[src/rtl/spi_flag_pkg.sv]
// Shared constants for the SPI status flag controller.
// Assumes: the status byte layout is fixed, because software decodes these bit positions.
package spi_flag_pkg;
    localparam int STATUS_W  = 8;
    localparam int NUM_FLAGS = 3;
    // flag indices inside the controller
    localparam int FLG_RX    = 0;
    localparam int FLG_COL   = 1;
    localparam int FLG_FLT   = 2;
    // bit positions in the status byte
    localparam int POS_RX    = 7;
    localparam int POS_COL   = 6;
    localparam int POS_FLT   = 4;
endpackage

[src/rtl/spi_flag_cell.sv]
// One status flag with its arming bit.
// Behaviour:
// - A set event always wins and also clears the arming bit.
// - A status read that samples the flag high arms it.
// - Once armed, the next completing access clears both the flag and the arming bit.
// Assumes: all inputs are single-cycle strobes synchronous to clk.
module spi_flag_cell (
    input  logic clk,
    input  logic rst_n,
    input  logic set_ev,
    input  logic rd_stat,
    input  logic done_acc,
    output logic flag_o
);
    logic flag_q;
    logic armed_q;

    // flag and arming state update; set has priority over clear
    always_ff @(posedge clk) begin
        if (!rst_n) begin
            flag_q  <= 1'b0;
            armed_q <= 1'b0;
        end else if (set_ev) begin
            flag_q  <= 1'b1;
            armed_q <= 1'b0;
        end else if (armed_q && done_acc) begin
            flag_q  <= 1'b0;
            armed_q <= 1'b0;
        end else if (rd_stat && flag_q) begin
            armed_q <= 1'b1;
        end
    end

    assign flag_o = flag_q;
endmodule

[src/rtl/spi_modf_detect.sv]
// Mode-fault detector.
// Synchronizes the slave-select pin and flags a fault while the device is a
// master, the pin is used as a fault input, and the pin reads low.
// Assumes: SYNC_STAGES >= 1, and the synchronizer resets to the inactive (high) level.
module spi_modf_detect #(
    parameter int SYNC_STAGES = 2
) (
    input  logic clk,
    input  logic rst_n,
    input  logic ss_pin_n,
    input  logic is_master,
    input  logic ss_fault_en,
    output logic fault_o
);
    logic [SYNC_STAGES-1:0] chain_q;

    generate
        if (SYNC_STAGES == 1) begin : g_one
            // single-stage capture of the pin
            always_ff @(posedge clk) begin
                if (!rst_n) chain_q <= 1'b1;
                else        chain_q <= ss_pin_n;
            end
        end else begin : g_many
            // multi-stage synchronizer shift
            always_ff @(posedge clk) begin
                if (!rst_n) chain_q <= '1;
                else        chain_q <= {chain_q[SYNC_STAGES-2:0], ss_pin_n};
            end
        end
    endgenerate

    // qualify the synchronized pin with the control settings
    always_comb begin
        fault_o = is_master && ss_fault_en && !chain_q[SYNC_STAGES-1];
    end
endmodule

[src/rtl/spi_flag_ctrl.sv]
// SPI status flag controller (top).
// Holds the received-byte, collision and mode-fault flags and builds the
// status byte, interrupt request, load hold and fault strobe from them.
// Assumes: the bus and shift-engine strobes last one cycle; ss_pin_n is asynchronous.
module spi_flag_ctrl
    import spi_flag_pkg::*;
#(
    parameter int SYNC_STAGES = 2
) (
    input  logic                clk,
    input  logic                rst_n,
    input  logic                xfer_done,
    input  logic                xfer_busy,
    input  logic                ss_pin_n,
    input  logic                is_master,
    input  logic                ss_fault_en,
    input  logic                irq_en,
    input  logic                stat_rd,
    input  logic                data_rd,
    input  logic                data_wr,
    input  logic                ctl1_wr,
    output logic [STATUS_W-1:0] status_byte,
    output logic                irq,
    output logic                data_load_block,
    output logic                fault_clr_pulse
);
    logic                 fault_now;
    logic [NUM_FLAGS-1:0] set_vec;
    logic [NUM_FLAGS-1:0] done_vec;
    logic [NUM_FLAGS-1:0] flag_vec;

    spi_modf_detect #(.SYNC_STAGES(SYNC_STAGES)) modf_i (
        .clk        (clk),
        .rst_n      (rst_n),
        .ss_pin_n   (ss_pin_n),
        .is_master  (is_master),
        .ss_fault_en(ss_fault_en),
        .fault_o    (fault_now)
    );

    // per-flag set events and completing accesses
    always_comb begin
        set_vec            = '0;
        done_vec           = '0;
        set_vec[FLG_RX]    = xfer_done;
        done_vec[FLG_RX]   = data_rd || data_wr;
        set_vec[FLG_COL]   = data_wr && xfer_busy;
        done_vec[FLG_COL]  = data_rd || data_wr;
        set_vec[FLG_FLT]   = fault_now;
        done_vec[FLG_FLT]  = ctl1_wr;
    end

    generate
        for (genvar g = 0; g < NUM_FLAGS; g++) begin : g_flag
            spi_flag_cell cell_i (
                .clk     (clk),
                .rst_n   (rst_n),
                .set_ev  (set_vec[g]),
                .rd_stat (stat_rd),
                .done_acc(done_vec[g]),
                .flag_o  (flag_vec[g])
            );
        end
    endgenerate

    // status byte assembly and derived outputs
    always_comb begin
        status_byte          = '0;
        status_byte[POS_RX]  = flag_vec[FLG_RX];
        status_byte[POS_COL] = flag_vec[FLG_COL];
        status_byte[POS_FLT] = flag_vec[FLG_FLT];
        irq                  = irq_en && (flag_vec[FLG_RX] || flag_vec[FLG_FLT]);
        data_load_block      = flag_vec[FLG_RX];
        fault_clr_pulse      = fault_now;
    end
endmodule

[config.mk]
export PLATFORM = sky130hd
export DESIGN_NAME = spi_flag_ctrl
export DESIGN_NICKNAME = d
export VERILOG_FILES = /design/src/rtl/spi_flag_pkg.sv /design/src/rtl/spi_flag_cell.sv /design/src/rtl/spi_modf_detect.sv /design/src/rtl/spi_flag_ctrl.sv
export SDC_FILE = /design/constraint.sdc
export NUM_CORES = 1
export LEC_CHECK = 0
export BUFFER_PORTS_ARGS = -buffer_cell sky130_fd_sc_hd__clkbuf_2
export CAP_MARGIN = 20
export CELL_PAD_IN_SITES_DETAIL_PLACEMENT = 1
export CELL_PAD_IN_SITES_GLOBAL_PLACEMENT = 1
export CORE_MARGIN = 4
export CORE_UTILIZATION = 27
export CTS_CLUSTER_SIZE = 30
export DETAILED_ROUTE_END_ITERATION = 6
export PLACE_DENSITY_LB_ADDON = 0.1
export SLEW_MARGIN = 10
export SYNTH_ARGS = -nofsm -noshare
export SYNTH_HDL_FRONTEND = slang
export SYNTH_SLANG_ARGS = --single-unit
[constraint.sdc]
create_clock -name clk -period 1.1 [get_ports clk]
set_input_delay 0.165 -clock clk [delete_from_list [all_inputs] [get_ports clk]]
set_output_delay 0.165 -clock clk [all_outputs]
set_load 0.05 [all_outputs]
==> out/metrics.csv, run 1 <==
metric;value;unit
fillcell total;171;
Chip Width;45.8;um
Ys Warns;0;
dpl hpwl;760;um
H-Tree Depth;1;
Worst Setup Slack, final;-28.4;ps
CP Data Arrival Time;960;ps
die area;0.00210;mm2
Final Cycle Share;1.03;
DRC errors left;0;
register bit total from synthesis;8;
vias;352;
hold depth;2;
placed insts;68;
worst skew pair latency;250;ps
Die H;45.8;um
largest cells by area after synthesis;dfxtp_1 (41%), buf_4 (16%), nand3b_1 (5.8%);
initial antenna violation count;0;
Final Hold Fails;0;
R2R Setup Slk;100;ps
critical path startpoint;modf_i.chain_q[1];
sw frac;0.317;
Area Overhead vs Synth;35.9;%
row cnt;13;
Tot Pwr;696;uW
clock period minus worst slack;1130;ps
DR top layer;met4;
Peak VDD IR;514;uV
Initial Utilization;0.293;
DP Area;448;um2
First-pass DRT Iterations;2;
most frequent cells in the layout;clkbuf_2 (14), dfxtp_1 (6), conb_1 (5);
DR vias/cell;4.76;
Final nets;73;
TritonCTS clock tree;built;
final WL;964;um
failing checks;setup timing;
Pwr per Cell Area;1320;mW/mm2
setup tns final;-29.4;ps
final max-slew violation count;0;
Final Cell Area;526;um2
Critical Setup Path Class;flop to output port;
CP max stage delay;290;ps
grt ovf;0;
status;complete, but fails checks;
Worst Path Required;940;ps
worst hold path type;input port to flop;
CP max stage cell;dfxtp_1;
min-delay src;ss_pin_n;
Worst Setup End Kind;output port;
Port Buf Inserts;17;
Met2 Routed Length;455;um
fmax;886;MHz
Internal;475;uW
Net Switching;221;uW
multi-input logic area;176;um2
CP Max Fanout;2;
Hold Path End;modf_i.chain_q[0];
# IOs;23;
layout cells sized above 1;0.492;
FF-to-FF path depth;2;
first-pass GRT wire length;1590;um
static leakage;0.000242;uW
capture point of the worst reg-to-reg path;g_flag[1].cell_i.armed_q;
mapped cell area;387;um2
Layout Skew;4.17;ps
Post-DRT Antenna Nets;0;
CTS buffer count;3;
MaxCap Viol Count;0;
DR iter-0 viols;1;
Clock Pin Slew Worst Setup and Hold Paths;50;ps
largest net degree at the start of global routing;7;
number of global-route vias before repair;379;
Non-Filler Instances;74;
Logic pwr share;0.230;
RR Startpoint;g_flag[1].cell_i.armed_q;
syn avg cell area;9.67;um2
Seq pwr share;0.444;
cells after synthesis;40;
cell breakdown of the critical path;and3b_2 > clkbuf_16;
Core Box Area;0.00132;mm2
Routed WL per cell;13.0;um
CTS Sinks;8;
final setup vio count;2;
gr usage total;0.113;
WL met1;402;um
Synth area leader;dfxtp_1;
Startpoint Class;flop;
Clk pwr share;0.326;
clock buffer depth;2;
routability congestion estimate;0.666;
Distinct cells, synth;18;
ANT cells;0;
metal3 WL;96;um
RSZ-0062 raised after global routing;true;
Synth top area share;0.414;
sequential share of the synthesized area;0.414;
most common cell after layout, fill and taps aside;clkbuf_2;
FF/Latch Area;163;um2
clock root cell;clkbuf_4;
==> area by class of cell <==
| cell class | count | area share |
|---|---|---|
| clock buffer | 3 | 0.0429 |
| inverter | 2 | 0.0143 |
| multi-input combinational | 26 | 0.336 |
| sequential | 8 | 0.310 |
| tap | 15 | 0.0357 |
| timing repair buffer | 20 | 0.262 |
==> cell usage after synthesis <==
library cell,count
a311oi_1,1
o21a_1,2
inv_1,2
nand3b_1,3
or2_2,1
a31oi_1,1
and3b_1,1
or3b_1,2
a21oi_1,1
dfxtp_1,8
nand2b_1,3
conb_1,1
buf_4,8
nand2_1,1
a211oi_1,2
o21ai_0,1
a221oi_2,1
a21boi_0,1
==> metal layers <==
metal	GRT usage	up-vias
met2	0.179	17
met3	0.0711	2
met4	0.0682	0
met5	0	-
li1	-	167
met1	0.110	166
==> sequential cells by signal, indices dropped and copies added (netlist names) <==
register and flops:
modf_i.chain_q 2, g_flag.cell_i.flag_o 3, g_flag.cell_i.armed_q 3
==> how the worst max path moves through the flow <==
stage                                to  slack, ps  cells after the start
4_1_cts                 fault_clr_pulse        -40                      2
5_1_grt                 fault_clr_pulse        -90                      2
2_1_floorplan   g_flag[2].cell_i.flag_o         40                      2
3_5_place_dp   g_flag[1].cell_i.armed_q        110                      2
3_3_place_gp            fault_clr_pulse        140                      2
6_report                fault_clr_pulse        -30                      2
==> through the flow <==
stage	util	setup WS [ps]	hold WS [ps]
4_1_cts	0.398	-38.1	99.2
3_3_place_gp	0.340	137	350
2_1_floorplan	-	39.7	238
5_1_grt	0.399	-86.8	80.3
3_5_place_dp	0.340	106	359
6_report	0.399	-28.4	109
==> worst max-delay path, delay by kind of cell, from the launching register on <==
family,cells,cell delay (ps)
buf+inv,1,170
flops,1,290
simple gates,1,260
==> kinds of logic after synthesis <==
group / share of synthesized area
other: 0.00970
AND/OR/NAND/NOR: 0.201
flip-flops: 0.414
AO/OA/AOI/OAI: 0.201
buffers and inverters: 0.175
==> power groups by stage <==
| stage | Sequential (uW) | Combinational, uW | Clock [uW] |
|---|---|---|---|
| 2_1_floorplan | 324 | 115 | 0 |
| 3_3_place_gp | 316 | 143 | 0 |
| 3_5_place_dp | 317 | 146 | 0 |
| 4_1_cts | 309 | 159 | 244 |
| 5_1_grt | 311 | 170 | 267 |
| 6_report | 309 | 160 | 227 |
==> timing repair <==
item	4_1_cts	5_1_grt
hold buffers	0	0
buffers inserted	3	0
setup endpoints to repair	3	3
gates resized for setup	7	2
pin swaps	1	1
No activity file was read; power rests on OpenSTA's default activity.
==> run 2: changes to the inputs <==
--- a/config.mk
+++ b/config.mk
@@ -5,14 +5,14 @@
 export SDC_FILE = /design/constraint.sdc
 export NUM_CORES = 1
 export LEC_CHECK = 0
-export BUFFER_PORTS_ARGS = -buffer_cell sky130_fd_sc_hd__clkbuf_2
 export CAP_MARGIN = 20
 export CELL_PAD_IN_SITES_DETAIL_PLACEMENT = 1
 export CELL_PAD_IN_SITES_GLOBAL_PLACEMENT = 1
-export CORE_MARGIN = 4
-export CORE_UTILIZATION = 27
+export CORE_AREA = 4 4 41 43
 export CTS_CLUSTER_SIZE = 30
 export DETAILED_ROUTE_END_ITERATION = 6
+export DIE_AREA = 0 0 45 47
+export DONT_BUFFER_PORTS = 1
 export PLACE_DENSITY_LB_ADDON = 0.1
 export SLEW_MARGIN = 10
 export SYNTH_ARGS = -nofsm -noshare
==> run 2 against run 1 <==
Compared with the run above:
- worst hold slack got worse by 94 ps
- global-route usage decreased by 0.21 points
- clock power about the same
- critical path depth unchanged
- core utilization decreased by 0.46 points
- design area decreased by 2.4%
- register-to-register slack about the same
- the run still ends with setup timing left
- routed wire length increased by 0.41%
- die area increased by 0.65%
- first-iteration DRC count increased to 3.0 times the previous value
- combinational power decreased by 6%
==> out/metrics.csv, run 2 (synthesized netlist as in run 1, its figures left out) <==
metric;value;unit
min-delay src;ss_pin_n;
clock root cell;clkbuf_4;
TritonCTS clock tree;built;
die area;0.00212;mm2
routability congestion estimate;0.681;
FF/Latch Area;163;um2
CP bufs+invs;1;
CP top delay family;flip-flops;
H-Tree Depth;1;
static leakage;0.000210;uW
capture point of the worst reg-to-reg path;g_flag[1].cell_i.armed_q;
worst skew pair latency;250;ps
Worst Setup Slack, final;-13.4;ps
Port Buf Inserts;0;
vias;318;
multi-input logic area;176;um2
grt ovf;0;
CTS buffer count;3;
final WL;968;um
Final nets;65;
worst hold path type;input port to flop;
Post-DRT Antenna Nets;0;
Layout Skew;0.134;ps
final max-slew violation count;0;
R2R Setup Slk;100;ps
RR Startpoint;g_flag[1].cell_i.armed_q;
Core Box Area;0.00130;mm2
Final Cell Area;513;um2
layout cells sized above 1;0.333;
Initial Utilization;0.297;
row cnt;13;
largest net degree at the start of global routing;7;
DR iter-0 viols;3;
Chip Width;45;um
FF-to-FF path depth;2;
Clock Pin Slew Worst Setup and Hold Paths;50;ps
Worst Path Required;940;ps
first-pass GRT wire length;1620;um
fmax;898;MHz
First-pass DRT Iterations;2;
failing checks;setup timing;
DP Area;425;um2
DR vias/cell;4.82;
hold depth;1;
MaxCap Viol Count;0;
DRC errors left;0;
Die H;47;um
Area Overhead vs Synth;32.7;%
CTS Sinks;8;
fillcell total;167;
CP Max Fanout;2;
Pwr per Cell Area;1330;mW/mm2
number of global-route vias before repair;363;
ANT cells;0;
dpl hpwl;729;um
CP max stage delay;290;ps
most frequent cells in the layout;dfxtp_1 (6), buf_4 (6), conb_1 (5);
initial antenna violation count;0;
CP Data Arrival Time;950;ps
Routed WL per cell;14.7;um
Tot Pwr;683;uW
Final Hold Fails;0;
Hold Path End;modf_i.chain_q[0];
Startpoint Class;flop;
status;complete, but fails checks;
clock period minus worst slack;1110;ps
clock buffer depth;2;
Worst Setup End Kind;output port;
gr usage total;0.111;
Final Cycle Share;1.01;
Peak VDD IR;635;uV
final setup vio count;1;
RSZ-0062 raised after global routing;true;
# IOs;23;
Critical Setup Path Class;flop to output port;
cell breakdown of the critical path;and3b_2 > buf_12;
CP max stage cell;dfxtp_1;
-- run 2: what timing repair did --
item                                    4_1_cts  5_1_grt
setup buffers                                 3        0
endpoints found under the hold margin         4        0
endpoints found under the setup margin        2        2
pin swaps                                     0        0
gates resized for setup                       2        0
hold buffers                                  4        0
-- run 2: per-stage QoR --
step           worst slack, ps  std cells   util  hold WS (ps)  setup TNS, ps
6_report                 -13.4         66  0.394          14.8          -13.4
4_1_cts                  -24.6         66  0.394          8.28          -33.2
5_1_grt                  -45.1         66  0.394          10.5          -77.9
3_3_place_gp               150         56  0.327           240              0
2_1_floorplan             39.7         44      -           238              0
3_5_place_dp              84.5         56  0.327           243              0
-- run 2: report_power, final --
group	switching [uW]	internal [uW]	total, uW
combinational	102	48.1	150
sequential	6.66	303	309
clock	98.8	125	224
total	207	476	683
-- run 2: cell type report --
cell class	instances	area share
inverter	2	0.0146
multi-input combinational	26	0.344
tap	15	0.0366
clock buffer	3	0.0439
timing repair buffer	12	0.244
sequential	8	0.317
-- run 2: worst max-delay path by stage --
stage,startpoint,endpoint,slack (ps),cells past startpoint
final,modf_i.chain_q[1],fault_clr_pulse,-10,2
after global routing,modf_i.chain_q[1],fault_clr_pulse,-50,2
after CTS,modf_i.chain_q[1],fault_clr_pulse,-20,2
after detailed placement,g_flag[1].cell_i.armed_q,g_flag[1].cell_i.armed_q,80,2
after global placement,g_flag[1].cell_i.armed_q,g_flag[1].cell_i.armed_q,150,2
after floorplan,modf_i.chain_q[1],g_flag[2].cell_i.flag_o,40,2
-- run 2: worst reg2reg max path, stage by stage (launching register included) --
cell,delay (ps)
dfxtp_1,340
or3b_1,370
a221oi_2,210
-- run 2: layer usage --
layer	vias to the layer above	global-route usage	routed length [um]
met1	141	0.129	404
met4	0	0.0877	22
met3	3	0.0307	110
met5	-	0	0
met2	22	0.172	432
li1	152	-	-
